[config.mk]
export PLATFORM = sky130hd
export DESIGN_NAME = proc_supervisor
export DESIGN_NICKNAME = d
export VERILOG_FILES = /design/src/rtl/sup_pkg.sv /design/src/rtl/sup_sync.sv /design/src/rtl/svc_edge.sv /design/src/rtl/wd_counter.sv /design/src/rtl/rst_hold.sv /design/src/rtl/proc_supervisor.sv
export SDC_FILE = /design/constraint.sdc
export NUM_CORES = 1
export LEC_CHECK = 0
export BUFFER_PORTS_ARGS = -buffer_cell sky130_fd_sc_hd__buf_2
export CORE_MARGIN = 8
export CORE_UTILIZATION = 60
export CTS_CLUSTER_SIZE = 20
export DETAILED_ROUTE_END_ITERATION = 10
export HOLD_SLACK_MARGIN = 0.12
export PLACE_DENSITY = 0.82
export SLEW_MARGIN = 20
export SYNTH_ARGS = -nofsm -noshare
export SYNTH_HDL_FRONTEND = slang
export SYNTH_SLANG_ARGS = --single-unit
[constraint.sdc]
create_clock -name clk -period 3.1 [get_ports clk]
set_input_delay 0.465 -clock clk [delete_from_list [all_inputs] [get_ports clk]]
set_output_delay 0.465 -clock clk [all_outputs]
set_load 0.1 [all_outputs]
[src/rtl/sup_pkg.sv]
// Package: shared encodings and helpers for the reset/watchdog supervisor.
// Assumes the pad resolver delivers a two-bit code; bit 1 set means mid-level.
package sup_pkg;

    typedef enum logic [1:0] {
        SVC_LOW   = 2'b00,
        SVC_HIGH  = 2'b01,
        SVC_MID   = 2'b10,
        SVC_FLOAT = 2'b11
    } svc_code_e;

    // True when the code is one of the two driven logic levels.
    function automatic logic svc_is_valid(input logic [1:0] code);
        return !code[1];
    endfunction

endpackage

[src/rtl/sup_sync.sv]
// Module: multi-stage synchronizer for asynchronous control inputs.
// Assumes inputs change slowly compared to clk; all stages reset to INIT.
module sup_sync #(
    parameter int               WIDTH  = 1,
    parameter int               STAGES = 2,
    parameter logic [WIDTH-1:0] INIT   = '0
) (
    input  logic             clk,
    input  logic             rst_n,
    input  logic [WIDTH-1:0] d,
    output logic [WIDTH-1:0] q
);

    logic [WIDTH-1:0] stg [STAGES];

    // Shift the input through the register chain.
    always_ff @(posedge clk) begin
        if (!rst_n) begin
            for (int i = 0; i < STAGES; i++) stg[i] <= INIT;
        end else begin
            stg[0] <= d;
            for (int i = 1; i < STAGES; i++) stg[i] <= stg[i-1];
        end
    end

    assign q = stg[STAGES-1];

endmodule

[src/rtl/svc_edge.sv]
// Module: service-line edge detector for the three-level watchdog input.
// Assumes a synchronized code. An edge counts only between the two valid
// levels; entering or leaving the mid-level code never counts as an edge.
module svc_edge
    import sup_pkg::*;
(
    input  logic       clk,
    input  logic       rst_n,
    input  logic [1:0] code,
    output logic       wd_en,
    output logic       svc_toggle
);

    logic last_lvl;
    logic last_vld;

    assign wd_en      = svc_is_valid(code);
    assign svc_toggle = wd_en && last_vld && (last_lvl != code[0]);

    // Remember the last valid level; a mid code forgets it.
    always_ff @(posedge clk) begin
        if (!rst_n) begin
            last_lvl <= 1'b0;
            last_vld <= 1'b0;
        end else if (wd_en) begin
            last_lvl <= code[0];
            last_vld <= 1'b1;
        end else begin
            last_vld <= 1'b0;
        end
    end

endmodule

[src/rtl/wd_counter.sv]
// Module: watchdog tick counter. It pulses expire for one cycle when
// WD_TICKS ticks pass with no restart. It is cleared while disabled, while
// reset is held, or on a service edge; the edge has priority over expiry.
module wd_counter #(
    parameter int WD_TICKS = 1600
) (
    input  logic clk,
    input  logic rst_n,
    input  logic tick,
    input  logic enabled,
    input  logic restart,
    input  logic hold,
    output logic expire
);

    localparam int            CW   = (WD_TICKS > 1) ? $clog2(WD_TICKS) : 1;
    localparam logic [CW-1:0] LAST = CW'(WD_TICKS - 1);

    logic [CW-1:0] cnt;

    assign expire = enabled && !hold && !restart && tick && (cnt == LAST);

    // Count ticks since the last restart.
    always_ff @(posedge clk) begin
        if (!rst_n) begin
            cnt <= '0;
        end else if (hold || !enabled || restart) begin
            cnt <= '0;
        end else if (tick) begin
            cnt <= expire ? '0 : cnt + 1'b1;
        end
    end

endmodule

[src/rtl/rst_hold.sv]
// Module: reset stretcher. Any cause cycle reloads HOLD_TICKS; the count
// falls by one on each tick once the cause has gone. Reset is active while
// the count is nonzero. It is loaded at system reset.
module rst_hold #(
    parameter int HOLD_TICKS = 140
) (
    input  logic clk,
    input  logic rst_n,
    input  logic tick,
    input  logic cause,
    output logic active
);

    localparam int            HW   = $clog2(HOLD_TICKS + 1);
    localparam logic [HW-1:0] FULL = HW'(HOLD_TICKS);

    logic [HW-1:0] hcnt;

    // Reload on a cause, else drain on ticks.
    always_ff @(posedge clk) begin
        if (!rst_n) begin
            hcnt <= FULL;
        end else if (cause) begin
            hcnt <= FULL;
        end else if (tick && hcnt != '0) begin
            hcnt <= hcnt - 1'b1;
        end
    end

    assign active = (hcnt != '0);

endmodule

[src/rtl/proc_supervisor.sv]
// Module: processor reset and watchdog supervisor (top).
// Synchronizes the supply flag and the service code, stretches every reset
// cause to HOLD_TICKS ticks, and runs a watchdog of WD_TICKS ticks that the
// mid-level code disables. Assumes tick is a single-cycle enable.
module proc_supervisor
    import sup_pkg::*;
#(
    parameter int HOLD_TICKS  = 140,
    parameter int WD_TICKS    = 1600,
    parameter int SYNC_STAGES = 2
) (
    input  logic       clk,
    input  logic       rst_n,
    input  logic       tick,
    input  logic       supply_ok,
    input  logic [1:0] svc_code,
    output logic       rst_out_n,
    output logic       rst_out,
    output logic       wdo_n
);

    logic       supply_s;
    logic [1:0] code_s;
    logic       wd_en;
    logic       svc_toggle;
    logic       wd_expire;
    logic       rst_active;

    sup_sync #(.WIDTH(1), .STAGES(SYNC_STAGES), .INIT(1'b0)) u_sync_sup (
        .clk(clk), .rst_n(rst_n), .d(supply_ok), .q(supply_s)
    );

    sup_sync #(.WIDTH(2), .STAGES(SYNC_STAGES), .INIT(SVC_MID)) u_sync_svc (
        .clk(clk), .rst_n(rst_n), .d(svc_code), .q(code_s)
    );

    svc_edge u_edge (
        .clk(clk), .rst_n(rst_n), .code(code_s),
        .wd_en(wd_en), .svc_toggle(svc_toggle)
    );

    wd_counter #(.WD_TICKS(WD_TICKS)) u_wd (
        .clk(clk), .rst_n(rst_n), .tick(tick), .enabled(wd_en),
        .restart(svc_toggle), .hold(rst_active), .expire(wd_expire)
    );

    rst_hold #(.HOLD_TICKS(HOLD_TICKS)) u_hold (
        .clk(clk), .rst_n(rst_n), .tick(tick),
        .cause(!supply_s || wd_expire), .active(rst_active)
    );

    // Watchdog status: low after expiry, cleared by edge, disable or fault.
    always_ff @(posedge clk) begin
        if (!rst_n) begin
            wdo_n <= 1'b1;
        end else if (!supply_s || !wd_en || svc_toggle) begin
            wdo_n <= 1'b1;
        end else if (wd_expire) begin
            wdo_n <= 1'b0;
        end
    end

    assign rst_out_n = !rst_active;
    assign rst_out   = rst_active;

endmodule

==> reports/results.tsv <==
metric	value	unit
cp-start-kind	flip-flop	
max_freq	386.6	MHz
rr_worst_depth	4	
layout.core_utilization	69.77	%
clk_transition_reported_paths	150	ps
synth_cell_types	33	
cpMaxStageDelayCell	or3b_2	
rsz0062_at_grt	no	
swShare	19.58	%
drt-vias-per-instance	5.635	
dp_hpwl	1638	um
synthesis.instances	132	
final-seq-area	560.5	um^2
crit-reg2reg-launch	u_hold.hcnt[2]	
synth_area	0.001239	mm^2
via_count_of_the_first_global_routing_pass	983	
die_height	61.44	um
port_buffers	8	
grt.overflow.total	0	
leakagePower	0.4419	nW
synth_sequential_area_ratio	45.25	%
critical_path.max_stage_delay	530	ps
ff_latch_count_synth	28	
timing.critical_path.max_delay_family	simple AND/OR/NAND/NOR gates	
drtIter0Drc	23	
ys_warn_count	0	
crit_chain	inv_1, ha_1, or3b_2, nor2_4, buf_2	
drtAntennaViolNets	0	
part_of_the_power_in_combinational_logic	3.4	%
worstHoldPathType	input port to flip-flop	
max_slew.worst_pin.slew	497.6	ps
critical_path_cell_count	5	
filler_cell_count	174	
seq_power_share	58.4	%
hold_violation_total_from_the_final_report	0	
layout.nets	153	
finalWeightedCongestion	0.8524	
synth_nets	141	
powerDensity	459.6	mW/mm^2
wirelength	2265	um
drv_slew	0	
die_width	61.44	um
timing.max_slew.rel_slack	66.52	%
critical_path_buf_inv_count	2	
syn_avg_cell_area	9.384	um^2
net-switching-power	123.2	uW
post-cts-setup-buffers	0	
initial_util	63.14	%
largest_driver_fanout_on_the_critical_path	4	
clk_tree_root_cell	clkbuf_4	
drt-pass1-iter-count	4	
period_share	83.43	%
critical_path.endpoint_type	primary output	
post_cts_resized	0	
intPower	505.9	uW
drc_errors	0	
ctsHtreeMaxLevel	1	
grt_pass1_wl	4091	um
final_setup_viols	0	
clk_path_buf_depth	2	
hold-path-endpoint	u_sync_svc.stg[0][1]	
groute.usage.overall	14.30	%
clock_sink_count	28	
worst_hold_startpoint	svc_code[1]	
post-place-ws	909.1	ps
final.min_clock_period	2586	ps
holdBufCountCts	0	
arrival	2120	ps
cts_made_buffers	3	
grt_max_degree	17	
edff_count_synth	0	
rr_endpoint	u_hold.hcnt[2]	
outcome	finished, final reports clean	
synth-main-ff-cell	dfxtp_1	
ff_to_ff_setup_slack	960	ps
layout_common_cells	28 x dfxtp_1, 13 x nor2_1, 8 x nand2_1, 8 x xnor2_1, 8 x buf_2	
clock_power_share	38.1	%
avgRoutedWirePerCell	13.32	um
final_common_cell	dfxtp_1	
cts_tree	built	
die_area	0.003774	mm^2
finalWorstSetupSlack	513.7	ps
syn_to_final_growth	10.50	%
antenna_found_initial	0	
fin_setup_tns	0	ps
synth_async_sr_flop_share	0	%
power	629.1	uW
critical_path_class	flip-flop to primary output	
timing.hold.worst_path_depth	2	
clock_insertion_delay_worst_skew	330	ps
io-pin-count	9	
max-cap-violations	0	
diodes	0	
area_of_the_multi_input_gates	663.1	um^2
irDropWorstVdd	0.0003684	V
drive_gt1_share	13.29	%
timing.clock.skew	3.528	ps
worst-endpoint-required	2630	ps
routed-via-count	958	
core_region_area	0.001962	mm^2
row_count	16	
[metrics by stage]
stage | hold slack [ps] | instances | cell area, um^2
3_3_place_gp | 396.3 | 166 | 1316
4_1_cts | 311.4 | 170 | 1369
2_1_floorplan | 386.3 | 132 | 1246
6_report | 309.5 | 170 | 1369
5_1_grt | 301.9 | 170 | 1369
3_5_place_dp | 394.9 | 166 | 1316
[area by class of cell]
class / instances / area share (%)
Multi-Input combinational cell: 98 / 48.45
Sequential cell: 28 / 40.95
Timing Repair Buffer: 8 / 2.925
Tap cell: 27 / 2.468
Clock inverter: 1 / 2.194
Clock buffer: 3 / 1.645
Inverter: 5 / 1.371
[synth_stat cells, types with 2 or more instances]
library cell | instances | area (um^2)
xor2_1 | 7 | 61.31
o211ai_1 | 2 | 15.01
nor2_1 | 14 | 52.55
and2_1 | 6 | 37.54
ha_1 | 3 | 37.54
nand2b_1 | 7 | 43.79
nor4_1 | 3 | 18.77
nand2_1 | 8 | 30.03
nor3_1 | 4 | 20.02
or4_4 | 2 | 22.52
a21oi_1 | 5 | 25.02
nand3_1 | 5 | 25.02
xnor2_1 | 8 | 70.07
inv_1 | 5 | 18.77
dfxtp_1 | 28 | 560.5
nor2b_1 | 2 | 12.51
nand3b_1 | 2 | 15.01
nand4_1 | 4 | 25.02
nor3b_1 | 2 | 15.01
o21ai_0 | 2 | 10.01
[layer usage]
layer | track usage, % | share of wire (%)
met1 | 15.82 | 47
met2 | 25.07 | 46
met3 | 3.967 | 4.8
met4 | 5.844 | 1.9
met5 | 0 | 0
[how the worst max path moves through the flow]
stage                                 to           start  slack, ps
final                          rst_out_n  u_hold.hcnt[0]        510
after CTS                      rst_out_n  u_hold.hcnt[0]        520
after global routing           rst_out_n  u_hold.hcnt[0]        420
after global placement         rst_out_n  u_hold.hcnt[0]        970
after detailed placement       rst_out_n  u_hold.hcnt[0]        910
after floorplan           u_hold.hcnt[1]  u_hold.hcnt[0]        400
[worst reg2reg max path: stages, from the launching register on]
cell and delay, ps:
dfxtp_1 390, or4_4 610, or4_4 520, o311ai_4 400, nand2b_1 170
[kinds of logic after synthesis]
logic type | after synthesis | share of synthesized area (%)
AND/OR/NAND/NOR | 64 | 29.09
flip-flops | 28 | 45.25
adder cells (fa/ha/maj) | 3 | 3.031
multiplexers | 1 | 0.8081
buffers and inverters | 6 | 1.818
XOR/XNOR | 15 | 10.61
AO/OA/AOI/OAI | 15 | 9.395
[registers in the layout, summed over array words and instances (netlist names)]
| signal | cells |
|---|---|
| u_sync_sup.stg | 2 |
| u_sync_svc.stg | 4 |
| wdo_n | 1 |
| u_hold.hcnt | 8 |
| u_wd.cnt | 11 |
| u_edge.last_vld | 1 |
| u_edge.last_lvl | 1 |
[power by group through the flow]
stage	combinational [mW]	clock, mW	sequential [mW]
after floorplan	0.0140	0	0.375
final	0.0215	0.240	0.368
after global routing	0.0239	0.260	0.368
after CTS	0.0217	0.243	0.368
after global placement	0.0204	0	0.375
after detailed placement	0.0214	0	0.375
No activity file was read; power rests on OpenSTA's default activity.
